[src/rtl/result_limit_monitor.sv]
module result_limit_monitor #(
  parameter int NCH = 16,
  parameter logic [15:0] LO_INIT = 16'h0200,
  parameter logic [15:0] HI_INIT = 16'h0E00
) (
  input  logic        clk,
  input  logic        rst_n,
  input  logic        smp_valid,
  input  logic [3:0]  smp_chan,
  input  logic [1:0]  smp_res,
  input  logic [11:0] smp_code,
  input  logic        res_valid,
  input  logic [3:0]  res_chan,
  input  logic        res_signed,
  input  logic [15:0] res_data,
  input  logic        eos,
  input  logic        bus_sel,
  input  logic        bus_wr,
  input  logic [3:0]  bus_addr,
  input  logic [15:0] bus_wdata,
  output logic [15:0] bus_rdata,
  output logic        irq
);
  localparam logic [15:0] CH_MASK = 16'((32'd1 << NCH) - 1);
  localparam logic [3:0] A_LO = 4'h0, A_HI = 4'h1, A_MODE = 4'h2,
                         A_RREQ = 4'h4, A_RMSK = 4'h5, A_RVIEW = 4'h6,
                         A_SREQ = 4'h8, A_SMSK = 4'h9, A_SVIEW = 4'hA;

  logic [15:0] thr_lo, thr_hi, rng_req, rng_mask, sat_req, sat_mask, shadow;
  logic [1:0]  mode;
  logic        sat_code, below, at_hi, hit;

  wire wr_ok = bus_sel & bus_wr;

  always_comb begin
    case (smp_res)
      2'd1:    sat_code = (&smp_code[9:0]) | ~(|smp_code[9:0]);
      2'd2:    sat_code = (&smp_code[7:0]) | ~(|smp_code[7:0]);
      default: sat_code = (&smp_code)      | ~(|smp_code);
    endcase
  end

  assign below = res_signed ? ($signed(res_data) < $signed(thr_lo)) : (res_data < thr_lo);
  assign at_hi = res_signed ? ($signed(res_data) >= $signed(thr_hi)) : (res_data >= thr_hi);

  always_comb begin
    case (mode)
      2'd0:    hit = below;
      2'd1:    hit = !below && !at_hi;
      2'd2:    hit = at_hi;
      default: hit = below || at_hi;
    endcase
  end

  wire [15:0] rng_hot = (res_valid && hit) ? ((16'd1 << res_chan) & CH_MASK) : 16'd0;
  wire [15:0] sat_set = (smp_valid && sat_code) ? ((16'd1 << smp_chan) & CH_MASK) : 16'd0;
  wire [15:0] rng_set = eos ? (shadow | rng_hot) : 16'd0;
  wire [15:0] rng_clr = (wr_ok && bus_addr == A_RREQ) ? bus_wdata : 16'd0;
  wire [15:0] sat_clr = (wr_ok && bus_addr == A_SREQ) ? bus_wdata : 16'd0;

  always_ff @(posedge clk or negedge rst_n) begin
    if (!rst_n) begin
      thr_lo   <= LO_INIT;
      thr_hi   <= HI_INIT;
      mode     <= 2'd0;
      rng_mask <= '0;
      sat_mask <= '0;
      rng_req  <= '0;
      sat_req  <= '0;
      shadow   <= '0;
    end else begin
      if (wr_ok && bus_addr == A_LO)   thr_lo   <= bus_wdata;
      if (wr_ok && bus_addr == A_HI)   thr_hi   <= bus_wdata;
      if (wr_ok && bus_addr == A_MODE) mode     <= bus_wdata[1:0];
      if (wr_ok && bus_addr == A_RMSK) rng_mask <= bus_wdata & CH_MASK;
      if (wr_ok && bus_addr == A_SMSK) sat_mask <= bus_wdata & CH_MASK;
      shadow  <= eos ? 16'd0 : (shadow | rng_hot);
      rng_req <= (rng_req & ~rng_clr) | rng_set;
      sat_req <= (sat_req & ~sat_clr) | sat_set;
    end
  end

  always_comb begin
    case (bus_addr)
      A_LO:    bus_rdata = thr_lo;
      A_HI:    bus_rdata = thr_hi;
      A_MODE:  bus_rdata = {14'd0, mode};
      A_RREQ:  bus_rdata = rng_req;
      A_RMSK:  bus_rdata = rng_mask;
      A_RVIEW: bus_rdata = rng_req & rng_mask;
      A_SREQ:  bus_rdata = sat_req;
      A_SMSK:  bus_rdata = sat_mask;
      A_SVIEW: bus_rdata = sat_req & sat_mask;
      default: bus_rdata = 16'd0;
    endcase
  end

  assign irq = (|(rng_req & rng_mask)) | (|(sat_req & sat_mask));

  a_r4_limit_only_at_eos: assert property (@(posedge clk) disable iff (!rst_n)
    (|(rng_req & ~$past(rng_req))) |-> $past(eos));

  a_r5_sat_next_edge: assert property (@(posedge clk) disable iff (!rst_n)
    (smp_valid && sat_code && (32'(smp_chan) < NCH)) |=> sat_req[$past(smp_chan)]);

  a_r6_set_beats_clear: assert property (@(posedge clk) disable iff (!rst_n)
    ((sat_set & sat_clr) != 16'd0) |=>
      ((sat_req & $past(sat_set & sat_clr)) == $past(sat_set & sat_clr)));

  a_r8_no_ghost_bits: assert property (@(posedge clk) disable iff (!rst_n)
    ((rng_req | sat_req | rng_mask | sat_mask) & ~CH_MASK) == 16'd0);

  a_r7_irq_quiet: assert property (@(posedge clk) disable iff (!rst_n)
    (rng_req == 16'd0 && sat_req == 16'd0) |-> !irq);
endmodule

[config.mk]
export PLATFORM = sky130hd
export DESIGN_NAME = result_limit_monitor
export DESIGN_NICKNAME = d
export VERILOG_FILES = /design/src/rtl/result_limit_monitor.sv
export SDC_FILE = /design/constraint.sdc
export NUM_CORES = 1
export LEC_CHECK = 0
export BUFFER_PORTS_ARGS = -buffer_cell sky130_fd_sc_hd__buf_2
export CORE_MARGIN = 10
export CORE_UTILIZATION = 35
export DETAILED_ROUTE_END_ITERATION = 12
export HOLD_SLACK_MARGIN = 0.05
export PLACE_DENSITY_LB_ADDON = 0.05
export SYNTH_ARGS = -nofsm -noshare
export SYNTH_HDL_FRONTEND = slang
export SYNTH_SLANG_ARGS = --single-unit
export TNS_END_PERCENT = 1
[constraint.sdc]
create_clock -name clk -period 8.24 [get_ports clk]
set_input_delay 0.824 -clock clk [delete_from_list [all_inputs] [get_ports clk]]
set_output_delay 0.824 -clock clk [all_outputs]
set_load 0.03 [all_outputs]
==> impl_results.md, run 1 <==
- Setup crit end kind: output port
- DR pass1 iterations: 5
- Clk Latency, worst-skew pair: 0.41 ns
- Critical path data arrival time: 2.52 ns
- Initial Util: 35.4%
- Tightest Pin Transition: 1.07 ns
- Clock Tree Root: clkbuf_16
- Req. time, crit path: 7.42 ns
- Pwr dens: 265 nW/um^2
- Final net count: 885
- # fillers: 1864
- WL/cell: 22.2 um
- Peak Freq: 0.299 GHz
- H-tree Lvls: 4
- Global Route Usage Sum: 18.8%
- Initial antenna violation count: 0
- Register area: 2860 um^2
- Slew headroom: 28.8%
- Maximum buffer depth of the clock tree: 2
- Final wirelength: 22900 um
- Core area: 18600 um^2
- Die height: 157 um
- Post-cts resize count: 0
- Largest net degree at the start of global routing: 63
- Seq/Total Area, Yosys: 43.3%
- Routability congestion estimate: 0.871
- Port Buffers: 82
- Layout area overhead: 19.4%
- Syn_area_per_cell: 9.29 um^2
- Post-CTS Setup Inserts: 0
- Worst-path clk slew: 0.06 ns
- Status: complete, no violations
- Post-Syn Nets: 809
- I/O pin total: 83
- Final core utilization: 42.2%
- Total global routing overflow: 0
- Final Max Slew Viols: 0
- Worst vdd rail ir drop: 0.122 mV
- Ys flop type: dfrtp_1
- Ratio of cells with drive above 1 in the final layout: 21.3%
- Multi-input gate area: 3320 um^2
- Minimum clock period after layout: 3.35 ns
- Die Wd: 157 um
- Count of inserted antenna diode cells: 0
- Via count: 5891
- Synthesis warning total: 0
- Final Hold Viols: 0
- Post-synth EDFFs: 0
- Async SR Flop Fraction: 100%
- # setup viols final: 0
- CTS Buf Count: 17
- Cell count of the worst reg-to-reg path: 11
- Die area: 24700 um^2
- DRC violations left: 0
- Crit-path max FO: 17
- CTS Sinks: 114
- Synthesized cell area: 6590 um^2
- Syn Inst Count: 710
- Hold/Removal Path Class: input pin to async pin
- Dpl hpwl: 16800 um
- Hold-fix buffers, CTS: 0
- Final worst-path cycle share: 40.6%
- Synthesis-stage register bit count: 114
- TritonCTS clock tree: yes
- Max-Cap Viols: 0
- DR vias/cell: 5.70
- DRT iter0 DRCs: 418
- Global-route wire length before repair: 35300 um
- Skew final: 0.00720 ns
- R2R Setup Slk: 5.03 ns
- Leakage: 3.51 nW
- Count of cell types in the netlist: 53
- Remaining antenna violation count: 0
- RSZ-0062 raised after global routing: no
- Vias in the first global route: 5960
- Critical path class: input pin to output port
- Startpoint Class: input pin
- FP Rows: 50
- Setup_tns: 0 ns
path summary, 6_finish.rpt:
path                                  startpoint               endpoint
setup / recovery                     bus_addr[2]           bus_rdata[4]
hold / removal                             rst_n  thr_hi[0]$_DFFE_PN0P_
setup reg to reg           thr_lo[9]$_DFFE_PN1P_   shadow[14]$_DFF_PN0_
hold reg to reg            sat_req[14]$_DFF_PN0_  sat_req[14]$_DFF_PN0_
max in group asynchronous                  rst_n   shadow[14]$_DFF_PN0_
min in group clk           sat_req[14]$_DFF_PN0_  sat_req[14]$_DFF_PN0_
registers in the layout (all words and copies together), names as in the netlist:
| signal | count |
|---|---|
| rng_mask | 16 |
| rng_req | 16 |
| mode | 2 |
| sat_mask | 16 |
| shadow | 16 |
| sat_req | 16 |
| thr_hi | 16 |
| thr_lo | 16 |
metal layers:
layer,global-route usage [%],vias up,routed length (um)
met5,0,-,0
met4,4.81,0,362
met3,4.75,23,1290
met2,29.7,188,10700
met1,25.0,2921,10600
li1,-,2759,-
cell families after synthesis:
kind of cell    synth area share, %
xor+xnor                      0.133
fa+ha+maj                      6.26
mux                            4.57
flops                          43.3
simple gates                   14.3
compound gates                 24.9
buf+inv                        6.49
through the flow:
stage / hold WS [ns] / instance area (um^2) / setup slack, ns / power [mW] / cells
after detailed placement: 0.498 / 7240 / 4.60 / 1.30 / 1001
after floorplan: 0.468 / 6590 / 4.86 / 1.11 / 710
after global routing: 0.510 / 7870 / 4.76 / 2.19 / 1033
final: 0.469 / 7870 / 4.89 / 2.09 / 1033
after global placement: 0.484 / 7240 / 4.72 / 1.29 / 1001
after CTS: 0.477 / 7870 / 4.88 / 2.10 / 1033
cell usage after synthesis (13+ instances only):
cell type | instances | share of area, %
a22oi_1 | 33 | 3.8
nand2_1 | 103 | 5.9
a21oi_1 | 36 | 2.7
o21ai_0 | 65 | 4.9
nand3_1 | 14 | 1.1
a221oi_1 | 16 | 2.1
clkbuf_1 | 31 | 1.8
nor2_1 | 13 | 0.74
o32ai_1 | 16 | 2.1
ha_1 | 33 | 6.3
dfrtp_1 | 110 | 42
a22o_1 | 13 | 1.7
mux2_2 | 25 | 4.3
inv_1 | 73 | 4.2
cell type report:
class,count,area share (%)
clock buffer,17,5.41
multi-input combinational,488,42.2
inverter,73,3.48
sequential,114,36.3
timing repair buffer,92,6.20
clock inverter,15,2.64
tap,234,3.72
cells in the final DEF, fill, tap and decap left out, drive strengths merged, types with 17 or more instances in the layout:
master and n:
a22oi 33, o21ai 67, nand2 103, ha 33, dfrtp 110, a21oi 36
clkbuf 17, buf 92, mux2 25, inv 75
worst max-delay path: stages:
cell and delay [ns]:
buf_2 0.18, nand2b_1 0.19, nor2_1 0.07, buf_4 0.21
a22o_1 0.27, a221oi_1 0.25, o221ai_1 0.26, buf_2 0.25
where the power goes:
group | switching [mW] | total, mW | internal (mW)
Clock | 0.286 | 0.795 | 0.509
Combinational | 0.279 | 0.470 | 0.191
Sequential | 0.135 | 0.821 | 0.686
Power figures use the tool's default switching activity.
==> run 2: changes to the inputs <==
==> constraint.sdc (replaced) <==
create_clock -name clk -period 2.95 [get_ports clk]
set_input_delay 0.295 -clock clk [delete_from_list [all_inputs] [get_ports clk]]
set_output_delay 0.295 -clock clk [all_outputs]
set_load 0.03 [all_outputs]
==> impl_results.md, run 2 (same netlist as run 1, synthesis figures left out) <==
- Status: complete, no violations
- Leakage: 3.64 nW
- CTS Buf Count: 17
- Routability congestion estimate: 0.884
- Worst-path clk slew: 0.06 ns
- Clk Latency, worst-skew pair: 0.42 ns
- H-tree Lvls: 4
- Global-route wire length before repair: 36200 um
- DR pass1 iterations: 5
- Multi-input gate area: 3540 um^2
- DRC violations left: 0
- Max-Cap Viols: 0
- Cell count of the worst reg-to-reg path: 12
- Clock Tree Root: clkbuf_16
- Ratio of cells with drive above 1 in the final layout: 25.4%
- Die height: 157 um
- # setup viols final: 0
- Final wirelength: 24000 um
- Register area: 2860 um^2
- Switch Pwr: 2.09 mW
- Layout area overhead: 25.0%
- Hold/Removal Path Class: input pin to flip-flop
- RR Endpoint: rng_req[6]$_DFF_PN0_
- RSZ-0062 raised after global routing: yes
- Hold path cells: 2
- TritonCTS clock tree: yes
- Die area: 24700 um^2
- Minimum clock period after layout: 2.94 ns
- Comb pwr share: 26.1%
- CTS Sinks: 114
- Seq pwr share: 37.5%
- Dpl hpwl: 17000 um
- Min-Delay Startpoint: res_chan[3]
- Req. time, crit path: 3.27 ns
- Setup_tns: 0 ns
- Commonest non-fill, non-tap cell in the layout: dfrtp_1
- # fillers: 1864
- Core area: 18600 um^2
- Via count: 6088
- Final Hold Viols: 0
- Most frequent cells in the layout: dfrtp_1, nand2_1, buf_2
- Critical path data arrival time: 3.26 ns
- DRT iter0 DRCs: 464
- Startpoint Class: flip-flop
- Die Wd: 157 um
- Initial Util: 35.4%
- Final net count: 897
- Slew headroom: 38.2%
- Crit Reg-Reg Startpoint: thr_lo[9]$_DFFE_PN1P_
- Critical path class: flip-flop to flip-flop
- Clk network pwr share: 36.4%
- DR vias/cell: 5.83
- Peak Freq: 0.340 GHz
- Final worst-path cycle share: 99.6%
- Count of inserted antenna diode cells: 0
- Switching portion of total power: 34.0%
- Final Power: 6.14 mW
- FP Rows: 50
- Skew final: 0.0119 ns
- WL/cell: 22.9 um
- Initial antenna violation count: 0
- R2R Setup Slk: 0.01 ns
- Port Buffers: 82
- Global Route Usage Sum: 19.2%
- Tightest Pin Transition: 0.927 ns
- Largest net degree at the start of global routing: 68
- P_int: 4.05 mW
- Crit-path max FO: 8
- Maximum buffer depth of the clock tree: 2
- Setup crit end kind: flip-flop
- I/O pin total: 83
- Vias in the first global route: 6101
- Total global routing overflow: 0
- Pwr dens: 744 nW/um^2
- Remaining antenna violation count: 0
- Final Max Slew Viols: 0
- Worst vdd rail ir drop: 0.470 mV
- Worst Hold End: rng_req[6]$_DFF_PN0_
[run 2: metrics by stage]
stage | utilization, % | cell area (um^2) | hold WS, ns | setup slack [ns] | cells
floorplan | - | 6590 | -0.000591 | 0.168 | 710
global placement | 39.2 | 7310 | 0.456 | 0.0469 | 1008
detailed placement | 39.2 | 7310 | 0.478 | -0.0546 | 1008
CTS | 42.9 | 7990 | 0.144 | -0.0204 | 1041
global route | 44.2 | 8250 | 0.150 | -0.0819 | 1045
finish | 44.2 | 8250 | 0.159 | 0.0110 | 1045
[run 2: worst max-delay path: stages, from the launching register on]
cell	delay (ns)
dfstp_2	0.54
inv_2	0.05
ha_4	0.21
a21oi_2	0.13
o21ai_1	0.07
a211o_2	0.32
or4_4	0.55
nand3_4	0.11
and2b_2	0.18
o31ai_4	0.07
buf_6	0.15
clkbuf_16	0.17
o41ai_1	0.28
[run 2: metal layers]
metal | GRT usage [%] | up-vias | routed length, um
met1 | 25.4 | 3051 | 10700
met3 | 4.83 | 24 | 1540
met4 | 6.37 | 0 | 497
met5 | 0 | - | 0
met2 | 30.1 | 225 | 11200
li1 | - | 2788 | -
[run 2: cell type report]
type / count / share of cell area [%]
Multi-Input combinational cell: 488 / 42.9
Sequential cell: 114 / 34.7
Timing Repair Buffer: 104 / 7.86
Clock buffer: 18 / 5.20
Tap cell: 234 / 3.55
Inverter: 73 / 3.32
Clock inverter: 14 / 2.49
[run 2: power groups by stage]
stage	clock network, mW	registers, mW	logic, mW
2_1_floorplan	0	2.14	0.945
3_3_place_gp	0	2.31	1.32
3_5_place_dp	0	2.32	1.35
4_1_cts	2.26	2.30	1.37
5_1_grt	2.33	2.35	1.78
6_report	2.23	2.30	1.60
[run 2: how the worst max path moves through the flow]
stage                                from                    to  slack, ns  depth (start not counted)
floorplan           thr_lo[9]$_DFFE_PN1P_   shadow[4]$_DFF_PN0_       0.17                         11
global placement    thr_lo[9]$_DFFE_PN1P_  shadow[10]$_DFF_PN0_       0.05                         11
detailed placement  thr_lo[9]$_DFFE_PN1P_  shadow[13]$_DFF_PN0_      -0.05                         11
CTS                 thr_lo[9]$_DFFE_PN1P_  shadow[13]$_DFF_PN0_      -0.02                         11
global route        thr_lo[9]$_DFFE_PN1P_  rng_req[8]$_DFF_PN0_      -0.08                         12
finish              thr_lo[9]$_DFFE_PN1P_  rng_req[6]$_DFF_PN0_       0.01                         12
[run 2: what timing repair did]
item / 4_1_cts / 5_1_grt
pin swaps: 1 / 13
gates cloned: 0 / 3
hold buffers: 1 / 0
endpoints found under the hold margin: 28 / 0
buffers inserted: 0 / 1
endpoints found under the setup margin: 29 / 32
resized for setup: 5 / 30
==> run 3: changes to the inputs <==
--- a/config.mk
+++ b/config.mk
@@ -7,7 +7,7 @@
 export LEC_CHECK = 0
 export BUFFER_PORTS_ARGS = -buffer_cell sky130_fd_sc_hd__buf_2
 export CORE_MARGIN = 10
-export CORE_UTILIZATION = 35
+export CORE_UTILIZATION = 53
 export DETAILED_ROUTE_END_ITERATION = 12
 export HOLD_SLACK_MARGIN = 0.05
 export PLACE_DENSITY_LB_ADDON = 0.05
==> impl_results.md, run 3 (same netlist as run 1, synthesis figures left out) <==
- Status: complete, no violations
- Peak Freq: 0.340 GHz
- Final net count: 897
- Global Route Usage Sum: 23.7%
- Commonest non-fill, non-tap cell in the layout: dfrtp_1
- Routability congestion estimate: 0.911
- Worst slack at placement: -0.0514 ns
- Layout area overhead: 24.6%
- Startpoint Class: flip-flop
- DRC violations left: 0
- Setup_tns: 0 ns
- DR pass1 iterations: 5
- Core area: 12100 um^2
- Most frequent cells in the layout: dfrtp_1, nand2_1, buf_2
- Critical path data arrival time: 3.25 ns
- Tightest Pin Transition: 0.827 ns
- Maximum buffer depth of the clock tree: 2
- Clk Latency, worst-skew pair: 0.42 ns
- I/O pin total: 83
- H-tree Lvls: 4
- Setup ws final: 0.0101 ns
- Count of inserted antenna diode cells: 0
- Comb pwr share: 27.0%
- Leakage: 3.63 nW
- Ratio of cells with drive above 1 in the final layout: 25.9%
- P_int: 4.02 mW
- # setup viols final: 0
- Final Hold Viols: 0
- CTS Sinks: 114
- Placed inst area: 7220 um^2
- Die area: 17300 um^2
- Max-Cap Viols: 0
- Worst-path clk slew: 0.05 ns
- FP Rows: 40
- Switching portion of total power: 33.2%
- Remaining antenna violation count: 0
- Seq pwr share: 38.0%
- Minimum clock period after layout: 2.94 ns
- Worst vdd rail ir drop: 0.525 mV
- Setup crit end kind: flip-flop
- Final worst-path cycle share: 99.7%
- Clk network pwr share: 35.0%
- Pwr dens: 733 nW/um^2
- Die height: 132 um
- Switch Pwr: 2.00 mW
- TritonCTS clock tree: yes
- Largest net degree at the start of global routing: 60
- Total global routing overflow: 0
- Final hold slack: 0.184 ns
- Global-route wire length before repair: 33200 um
- Critical path class: flip-flop to flip-flop
- Via count: 6168
- Req. time, crit path: 3.26 ns
- Hold path cells: 3
- Die Wd: 132 um
- Dpl hpwl: 15300 um
- Cell count of the worst reg-to-reg path: 12
- Port Buffers: 82
- Final Max Slew Viols: 0
- Clock Tree Root: clkbuf_16
- Vias in the first global route: 6185
- RSZ-0062 raised after global routing: yes
- Final wirelength: 21000 um
- Hold/Removal Path Class: input pin to flip-flop
- DR vias/cell: 6.31
- Crit-path max FO: 16
- CTS Buf Count: 17
- WL/cell: 21.5 um
- DRT iter0 DRCs: 753
- Slew headroom: 44.9%
- Final instance area: 8220 um^2
- Initial Util: 54.4%
- Initial antenna violation count: 0
- Skew final: 0.00668 ns
## run 3: cell count changes in the layout (fill, tap and decap cells not counted), moves of 2 or more
cell | before | now
clkinvlp_4 | 2 | 4
o32ai_1 | 14 | 8
o32ai_4 | 0 | 2
clkinv_2 | 0 | 2
clkbuf_8 | 0 | 3
clkinv_4 | 5 | 0
inv_6 | 3 | 0
o32ai_2 | 2 | 6
## run 3: area by class of cell
cell class | instances | area (um^2)
clock inverter | 9 | 130
sequential | 114 | 2860
inverter | 73 | 274
multi-input combinational | 488 | 3620
tap | 168 | 210
clock buffer | 22 | 474
timing repair buffer | 104 | 651
fill | 982 | 3890
## run 3: power groups by stage
stage	Sequential, mW	Combinational [mW]	Clock, mW
after floorplan	2.14	0.945	0
after global placement	2.28	1.26	0
after detailed placement	2.29	1.31	0
after CTS	2.27	1.46	2.12
after global routing	2.31	1.79	2.20
final	2.29	1.62	2.11
## run 3: worst paths after layout
kind	from	endpoint	slack, ns
min	bus_wdata[10]	thr_hi[10]$_DFFE_PN1P_	0.18
min in group asynchronous	rst_n	thr_hi[1]$_DFFE_PN0P_	0.50
max	thr_hi[11]$_DFFE_PN1P_	rng_req[6]$_DFF_PN0_	0.01
min reg2reg	sat_req[14]$_DFF_PN0_	sat_req[14]$_DFF_PN0_	0.52
max reg2reg	thr_hi[11]$_DFFE_PN1P_	rng_req[6]$_DFF_PN0_	0.01
max in group asynchronous	rst_n	thr_hi[11]$_DFFE_PN1P_	1.64
## run 3: per-layer routing
layer  track usage (%)  up-vias  routed length [um]
met5                 0        -                   0
li1                  -     2792                   -
met3              6.82       36                1900
met1              30.3     3001                8710
met4              8.71        0                 402
met2              37.4      339               10000
## run 3: worst max-delay path, stage by stage, from the launching register on
cell	delay, ns
dfstp_2	0.54
inv_2	0.05
ha_4	0.26
nand2_2	0.06
or3_4	0.38
a211oi_2	0.24
a211oi_2	0.08
xnor2_2	0.17
nor4b_4	0.34
o31ai_4	0.11
buf_6	0.14
buf_16	0.15
o41ai_4	0.31
## run 3: timing repair
| action | CTS | global route |
|---|---|---|
| gates cloned | 1 | 1 |
| endpoints found under the setup margin | 21 | 32 |
| endpoints found under the hold margin | 57 | 0 |
| hold buffers | 1 | 0 |
| gates resized for setup | 15 | 33 |
| pin swaps | 5 | 14 |
| buffers inserted | 2 | 1 |
## run 3: per-stage QoR
stage | power, mW | utilization, % | instances
CTS | 5.84 | 65.9 | 976
global placement | 3.54 | 59.6 | 941
finish | 6.02 | 67.8 | 978
global route | 6.30 | 67.8 | 978
floorplan | 3.09 | - | 710
detailed placement | 3.60 | 59.6 | 941
